===== config.mk =====
export PLATFORM = sky130hd
export DESIGN_NAME = lcd_panel_timing
export DESIGN_NICKNAME = d
export VERILOG_FILES = /design/src/rtl/lcd_timing_pkg.sv /design/src/rtl/lcd_pix_div.sv /design/src/rtl/lcd_line_seq.sv /design/src/rtl/lcd_frame_seq.sv /design/src/rtl/lcd_panel_timing.sv
export SDC_FILE = /design/constraint.sdc
export NUM_CORES = 1
export LEC_CHECK = 0
export ABC_AREA = 1
export BUFFER_PORTS_ARGS = -buffer_cell sky130_fd_sc_hd__buf_2
export CAP_MARGIN = 20
export CORE_ASPECT_RATIO = 1.25
export CORE_MARGIN = 3
export CORE_UTILIZATION = 63
export CTS_CLUSTER_DIAMETER = 100
export CTS_CLUSTER_SIZE = 40
export DETAILED_ROUTE_END_ITERATION = 16
export GPL_TIMING_DRIVEN = 0
export PLACE_DENSITY = 0.84
export SYNTH_ARGS = -nofsm -noshare
export SYNTH_HDL_FRONTEND = slang
export SYNTH_HIERARCHICAL = 1
export SYNTH_SLANG_ARGS = --single-unit

===== constraint.sdc =====
create_clock -name clk_i -period 6.07 [get_ports clk_i]
set_input_delay 0.607 -clock clk_i [delete_from_list [all_inputs] [get_ports clk_i]]
set_output_delay 0.607 -clock clk_i [all_outputs]
set_load 0.01 [all_outputs]

===== src/rtl/lcd_timing_pkg.sv =====
package lcd_timing_pkg;

  typedef enum logic [1:0] {
    LP_ACTIVE,
    LP_FRONT,
    LP_SYNC,
    LP_BACK
  } line_phase_e;

  typedef enum logic {
    VS_PULSE,
    VS_IDLE
  } vs_state_e;

  // 320x240 at 5 MHz: 240 lines of 347 pixels fill one 60 Hz frame
  localparam int unsigned DEF_DIV        = 10;
  localparam int unsigned DEF_H_ACTIVE   = 320;
  localparam int unsigned DEF_H_FP       = 8;
  localparam int unsigned DEF_H_SYNC     = 10;
  localparam int unsigned DEF_H_BP       = 9;
  localparam int unsigned DEF_V_ACTIVE   = 240;
  localparam int unsigned DEF_V_SYNC_PIX = 40;

endpackage


===== src/rtl/lcd_pix_div.sv =====
module lcd_pix_div #(
  parameter int unsigned DIV = 10,
  localparam int unsigned CNT_W = $clog2(DIV)
) (
  input  logic clk_i,
  input  logic rst_ni,
  output logic pix_en_o
);

  logic [CNT_W-1:0] cnt_q;

  always_ff @(posedge clk_i or negedge rst_ni) begin
    if (!rst_ni) begin
      cnt_q <= '0;
    end else if (cnt_q == CNT_W'(DIV - 1)) begin
      cnt_q <= '0;
    end else begin
      cnt_q <= cnt_q + CNT_W'(1);
    end
  end

  assign pix_en_o = (cnt_q == CNT_W'(DIV - 1));

  p_en_single_r1: assert property (@(posedge clk_i) disable iff (!rst_ni)
    pix_en_o |=> !pix_en_o);

endmodule


===== src/rtl/lcd_line_seq.sv =====
module lcd_line_seq
  import lcd_timing_pkg::*;
#(
  parameter int unsigned H_ACTIVE = 320,
  parameter int unsigned H_FP     = 8,
  parameter int unsigned H_SYNC   = 10,
  parameter int unsigned H_BP     = 9,
  localparam int unsigned H_TOTAL = H_ACTIVE + H_FP + H_SYNC + H_BP,
  localparam int unsigned COL_W   = $clog2(H_TOTAL + 1)
) (
  input  logic             clk_i,
  input  logic             rst_ni,
  input  logic             pix_en_i,
  output logic [COL_W-1:0] col_o,
  output logic             active_o,
  output logic             hsync_no,
  output logic             line_end_o
);

  line_phase_e      state_q, state_d;
  logic [COL_W-1:0] col_q;
  logic [COL_W-1:0] phase_q;
  logic [COL_W-1:0] phase_last;
  logic             phase_done;

  always_comb begin
    unique case (state_q)
      LP_ACTIVE: begin phase_last = COL_W'(H_ACTIVE - 1); state_d = LP_FRONT;  end
      LP_FRONT:  begin phase_last = COL_W'(H_FP - 1);     state_d = LP_SYNC;   end
      LP_SYNC:   begin phase_last = COL_W'(H_SYNC - 1);   state_d = LP_BACK;   end
      default:   begin phase_last = COL_W'(H_BP - 1);     state_d = LP_ACTIVE; end
    endcase
  end

  assign phase_done = (phase_q == phase_last);
  assign line_end_o = pix_en_i && (col_q == COL_W'(H_TOTAL - 1));

  always_ff @(posedge clk_i or negedge rst_ni) begin
    if (!rst_ni) begin
      state_q <= LP_ACTIVE;
      phase_q <= '0;
      col_q   <= '0;
    end else if (pix_en_i) begin
      col_q <= line_end_o ? '0 : col_q + COL_W'(1);
      if (phase_done) begin
        state_q <= state_d;
        phase_q <= '0;
      end else begin
        phase_q <= phase_q + COL_W'(1);
      end
    end
  end

  assign col_o    = col_q;
  assign active_o = (state_q == LP_ACTIVE);
  assign hsync_no = (state_q != LP_SYNC);

  p_col_hold_r2: assert property (@(posedge clk_i) disable iff (!rst_ni)
    !pix_en_i |=> $stable(col_q));

  p_phase_col_r3: assert property (@(posedge clk_i) disable iff (!rst_ni)
    active_o == (col_q < COL_W'(H_ACTIVE)));

  p_hsync_zone_r3: assert property (@(posedge clk_i) disable iff (!rst_ni)
    !hsync_no |-> (col_q >= COL_W'(H_ACTIVE + H_FP)) &&
                  (col_q <  COL_W'(H_ACTIVE + H_FP + H_SYNC)));

endmodule


===== src/rtl/lcd_frame_seq.sv =====
module lcd_frame_seq
  import lcd_timing_pkg::*;
#(
  parameter int unsigned V_ACTIVE   = 240,
  parameter int unsigned V_SYNC_PIX = 40,
  parameter int unsigned COL_W      = 9,
  localparam int unsigned ROW_W     = $clog2(V_ACTIVE + 1),
  localparam int unsigned VC_W      = $clog2(V_SYNC_PIX + 1)
) (
  input  logic             clk_i,
  input  logic             rst_ni,
  input  logic             pix_en_i,
  input  logic             line_end_i,
  input  logic [COL_W-1:0] col_i,
  output logic [ROW_W-1:0] row_o,
  output logic             vsync_no
);

  vs_state_e        vs_q;
  logic [VC_W-1:0]  vcnt_q;
  logic [ROW_W-1:0] row_q;
  logic             frame_end;

  assign frame_end = line_end_i && (row_q == ROW_W'(V_ACTIVE - 1));

  always_ff @(posedge clk_i or negedge rst_ni) begin
    if (!rst_ni) begin
      row_q <= '0;
    end else if (line_end_i) begin
      row_q <= frame_end ? '0 : row_q + ROW_W'(1);
    end
  end

  // pulse length counted in pixels, restarted on each frame wrap
  always_ff @(posedge clk_i or negedge rst_ni) begin
    if (!rst_ni) begin
      vs_q   <= VS_PULSE;
      vcnt_q <= '0;
    end else if (frame_end) begin
      vs_q   <= VS_PULSE;
      vcnt_q <= '0;
    end else if (pix_en_i && vs_q == VS_PULSE) begin
      if (vcnt_q == VC_W'(V_SYNC_PIX - 1)) begin
        vs_q   <= VS_IDLE;
        vcnt_q <= '0;
      end else begin
        vcnt_q <= vcnt_q + VC_W'(1);
      end
    end
  end

  assign row_o    = row_q;
  assign vsync_no = (vs_q != VS_PULSE);

  p_row_hold_r4: assert property (@(posedge clk_i) disable iff (!rst_ni)
    !line_end_i |=> $stable(row_q));

  p_vsync_zone_r5: assert property (@(posedge clk_i) disable iff (!rst_ni)
    !vsync_no |-> (row_q == '0) && (col_i < COL_W'(V_SYNC_PIX)));

endmodule


===== src/rtl/lcd_panel_timing.sv =====
module lcd_panel_timing
  import lcd_timing_pkg::*;
#(
  parameter int unsigned DIV        = DEF_DIV,
  parameter int unsigned H_ACTIVE   = DEF_H_ACTIVE,
  parameter int unsigned H_FP       = DEF_H_FP,
  parameter int unsigned H_SYNC     = DEF_H_SYNC,
  parameter int unsigned H_BP       = DEF_H_BP,
  parameter int unsigned V_ACTIVE   = DEF_V_ACTIVE,
  parameter int unsigned V_SYNC_PIX = DEF_V_SYNC_PIX,
  localparam int unsigned H_TOTAL   = H_ACTIVE + H_FP + H_SYNC + H_BP,
  localparam int unsigned COL_W     = $clog2(H_TOTAL + 1),
  localparam int unsigned ROW_W     = $clog2(V_ACTIVE + 1)
) (
  input  logic             clk_i,
  input  logic             rst_ni,
  output logic             pix_en_o,
  output logic             hsync_no,
  output logic             vsync_no,
  output logic             de_o,
  output logic [COL_W-1:0] col_o,
  output logic [ROW_W-1:0] row_o
);

  logic pix_en;
  logic line_active;
  logic line_end;

  lcd_pix_div #(
    .DIV(DIV)
  ) u_div (
    .clk_i   (clk_i),
    .rst_ni  (rst_ni),
    .pix_en_o(pix_en)
  );

  lcd_line_seq #(
    .H_ACTIVE(H_ACTIVE),
    .H_FP    (H_FP),
    .H_SYNC  (H_SYNC),
    .H_BP    (H_BP)
  ) u_line (
    .clk_i     (clk_i),
    .rst_ni    (rst_ni),
    .pix_en_i  (pix_en),
    .col_o     (col_o),
    .active_o  (line_active),
    .hsync_no  (hsync_no),
    .line_end_o(line_end)
  );

  lcd_frame_seq #(
    .V_ACTIVE  (V_ACTIVE),
    .V_SYNC_PIX(V_SYNC_PIX),
    .COL_W     (COL_W)
  ) u_frame (
    .clk_i     (clk_i),
    .rst_ni    (rst_ni),
    .pix_en_i  (pix_en),
    .line_end_i(line_end),
    .col_i     (col_o),
    .row_o     (row_o),
    .vsync_no  (vsync_no)
  );

  assign pix_en_o = pix_en;
  assign de_o     = line_active && (row_o < ROW_W'(V_ACTIVE));

  p_de_window_r6: assert property (@(posedge clk_i) disable iff (!rst_ni)
    de_o |-> (col_o < COL_W'(H_ACTIVE)));

  p_col_step_r2: assert property (@(posedge clk_i) disable iff (!rst_ni)
    (pix_en_o && col_o != COL_W'(H_TOTAL - 1)) |=> (col_o == $past(col_o) + COL_W'(1)));

endmodule


==> results.toml <==
[logic_synthesis]
synth_most_common_cell = "nand2_1"
async_flop_share = 1.00
ys_seq_elements = 39
syn_area_per_cell_um2 = 7.40
synth_nets = 329
synth-seq-area-share = 0.415
synth_cell_types = 26
syn_area_um2 = 2350
synth_top_area_frac = 0.415
synthCells = 318
synth_edf_count = 0
synth_area_leaders = "dfrtp_1 (41%), nand2_1 (15%), inv_1 (8.9%)"
ys_warn_count = 6
synth_commonest_cells = "nand2_1 (92), inv_1 (56), dfrtp_1 (39), nor2_1 (33), nand3_1 (22)"
synth_flop_cell = "dfrtp_1"
yosysTopAreaCell = "dfrtp_1"

[timing]
tightest_slew_ns = 0.833
hold_ws_ns = 0.412
hold_viol = 0
final.period_utilization = 0.403
skew_ns = 0.00198
rsz0062_at_grt = "no"
max_freq_mhz = 409
maxSlewHeadroom = 0.445
worst_slack_ns = 3.62
finalSetupTns_ns = 0
post-route-min-period_ns = 2.45
setup_violations = 0
maxSlewViolCount = 0

[setup_path]
worstReg2RegEnd = "u_frame/vcnt_q[5]"
worstPathRequired_ns = 6.26
crit_type = "flip-flop to flip-flop"
r2r_slack_ns = 3.62
path_max_fanout = 10
rr_worst_depth = 16
critPathLaunch = "u_div/cnt_q[1]"
r2r_start = "u_div/cnt_q[1]"
worst_setup_path_end_kind = "flip-flop"
cp-endpoint = "u_frame/vcnt_q[5]"
start_kind = "flip-flop"
cp_data_arrival_time_ns = 2.64

[drt]
dr.pass1.iters = 4
ant_nets = 0
totalWireLength_um = 4530
drc = 0
viasPerCell = 5.20
drtIter0Drc = 77
routedWlPerCell_um = 11.7
vias = 2014

[floorplan]
start_util = 0.664
boundaryPins = 23
placementRows = 24
die_area_um2 = 4510
core_um2 = 3540
die_x_um = 60.7
die_h_um = 74.3

[global_route]
grt_max_degree = 40
antenna_found_initial = 0
grt_usage = 0.236
grt_pass1_wl_um = 7960
overflow = 0
grt_pass1_vias = 1858

[run]
drv_cap = 0

[clock_network]
post-cts-setup-buffer-count = 0
clk_latency_ns = 0.29
numCtsBuffers = 5
cts_sinks = 39
postCtsHoldBufs = 0
post_cts_resized = 0
cts_buffer_depth = 2
htreeDepth = 2
cts_tree = "built"
clk_pin_slew_worst_paths_ns = 0.07
clockRootBuffer = "clkbuf_8"

[final_layout]
fillerInstances = 297
diodes = 0
synthToLayoutAreaGrowth_pct = 10.2
nNetsFinal = 358
final_area_um2 = 2590
drive_above_1_share = 0.141
final_cells = 387

[status]
status = "completed"

[placement]
gp_routability_congestion = 0.880
dp.cells = 379
place_area_um2 = 2510
portBuffers = 22
dp_hpwl_um = 3390
dp_slack_ns = 3.64

[power_and_ir_drop]
leakagePower_nw = 1.42
ir_drop_mv = 0.143
power_density_nw_per_um2 = 166

[min_path]
hold_class = "primary input to async pin"
[stage by stage]
step | utilization | total power, W
after floorplan | - | 0.000265
after global placement | 0.709 | 0.000270
after detailed placement | 0.709 | 0.000270
after CTS | 0.732 | 0.000436
after global routing | 0.732 | 0.000445
final | 0.732 | 0.000431
[final cells by class]
type | count | area, µm² | share of cell area
multi-input cells | 217 | 1130 | 0.434
inverters | 58 | 218 | 0.0840
plain buffers | 4 | 32.5 | 0.0125
flip-flops and latches | 39 | 976 | 0.376
well taps | 39 | 48.8 | 0.0188
clock buffers | 7 | 76.3 | 0.0294
clock inverters | 1 | 5.00 | 0.00193
repair buffers | 22 | 110 | 0.0425
[worst max-delay path, stage by stage (launching register included)]
cell,delay (ns)
dfrtp_1,0.41
inv_1,0.10
nand2_1,0.07
nor2_2,0.40
nand3_1,0.13
nor3_1,0.14
nand2_1,0.20
inv_1,0.14
buf_6,0.14
nand3_4,0.09
nor2_4,0.10
nand2_1,0.09
buf_6,0.15
nand3_2,0.06
nand2_1,0.05
nand2_1,0.06
inv_1,0.03
[per-layer routing]
metal	up-vias	track usage	wire, µm
met5	-	0	0
met4	0	0.0988	109
met3	14	0.0486	172
met2	42	0.394	2310
met1	918	0.296	1930
li1	1040	-	-
[cell families after synthesis]
| family | synth area share |
|---|---|
| AO/OA/AOI/OAI | 0.0596 |
| XOR/XNOR | 0.0298 |
| adder cells (fa/ha/maj) | 0.0479 |
| buffers and inverters | 0.106 |
| flip-flops | 0.415 |
| AND/OR/NAND/NOR | 0.341 |
[worst min-delay path by stage]
stage | slack (ns) | to | cells after the start
global placement | 0.51 | u_line/phase_q[7] | 1
floorplan | 0.31 | u_div/cnt_q[0] | 0
detailed placement | 0.53 | u_frame/vsync_no | 2
finish | 0.41 | u_line/state_q[0] | 1
global route | 0.47 | u_line/col_o[8] | 1
CTS | 0.45 | u_line/state_q[0] | 1
[state kept, by name, summed over array words and instances (netlist names)]
name,flops
u_frame/row_o,8
u_line/col_o,9
u_line/state_q,2
u_div/cnt_q,4
u_frame/vsync_no,1
u_line/phase_q,9
u_frame/vcnt_q,6
[cells in the final DEF (no fill, tap or decap)]
master    instances
a211oi_2          1
a21oi_1           9
buf_2            24
buf_6             2
clkbuf_1          2
clkbuf_8          5
clkinv_2          1
dfrtp_1          39
ha_1              9
inv_1            56
inv_2             2
nand2_1          92
nand3_1          22
nand3_2           4
nand3_4           1
nand4_1           8
nand4_2           1
nor2_1           33
nor2_2            4
nor2_4            1
nor3_1            3
nor3_4            2
nor3b_1           1
o21ai_0          14
o21ai_1           1
o21bai_1          1
or2_1             1
or2_2             1
xor2_1            8
[where the power goes]
group           total (W)  leakage [nW]  switching (W)  internal (W)
logic          0.00000491         0.852     0.00000468   0.000000232
clock network    0.000166        0.0422      0.0000859     0.0000806
registers        0.000260         0.522              0      0.000260
total            0.000431          1.42      0.0000906      0.000341
Power figures use the tool's default switching activity.
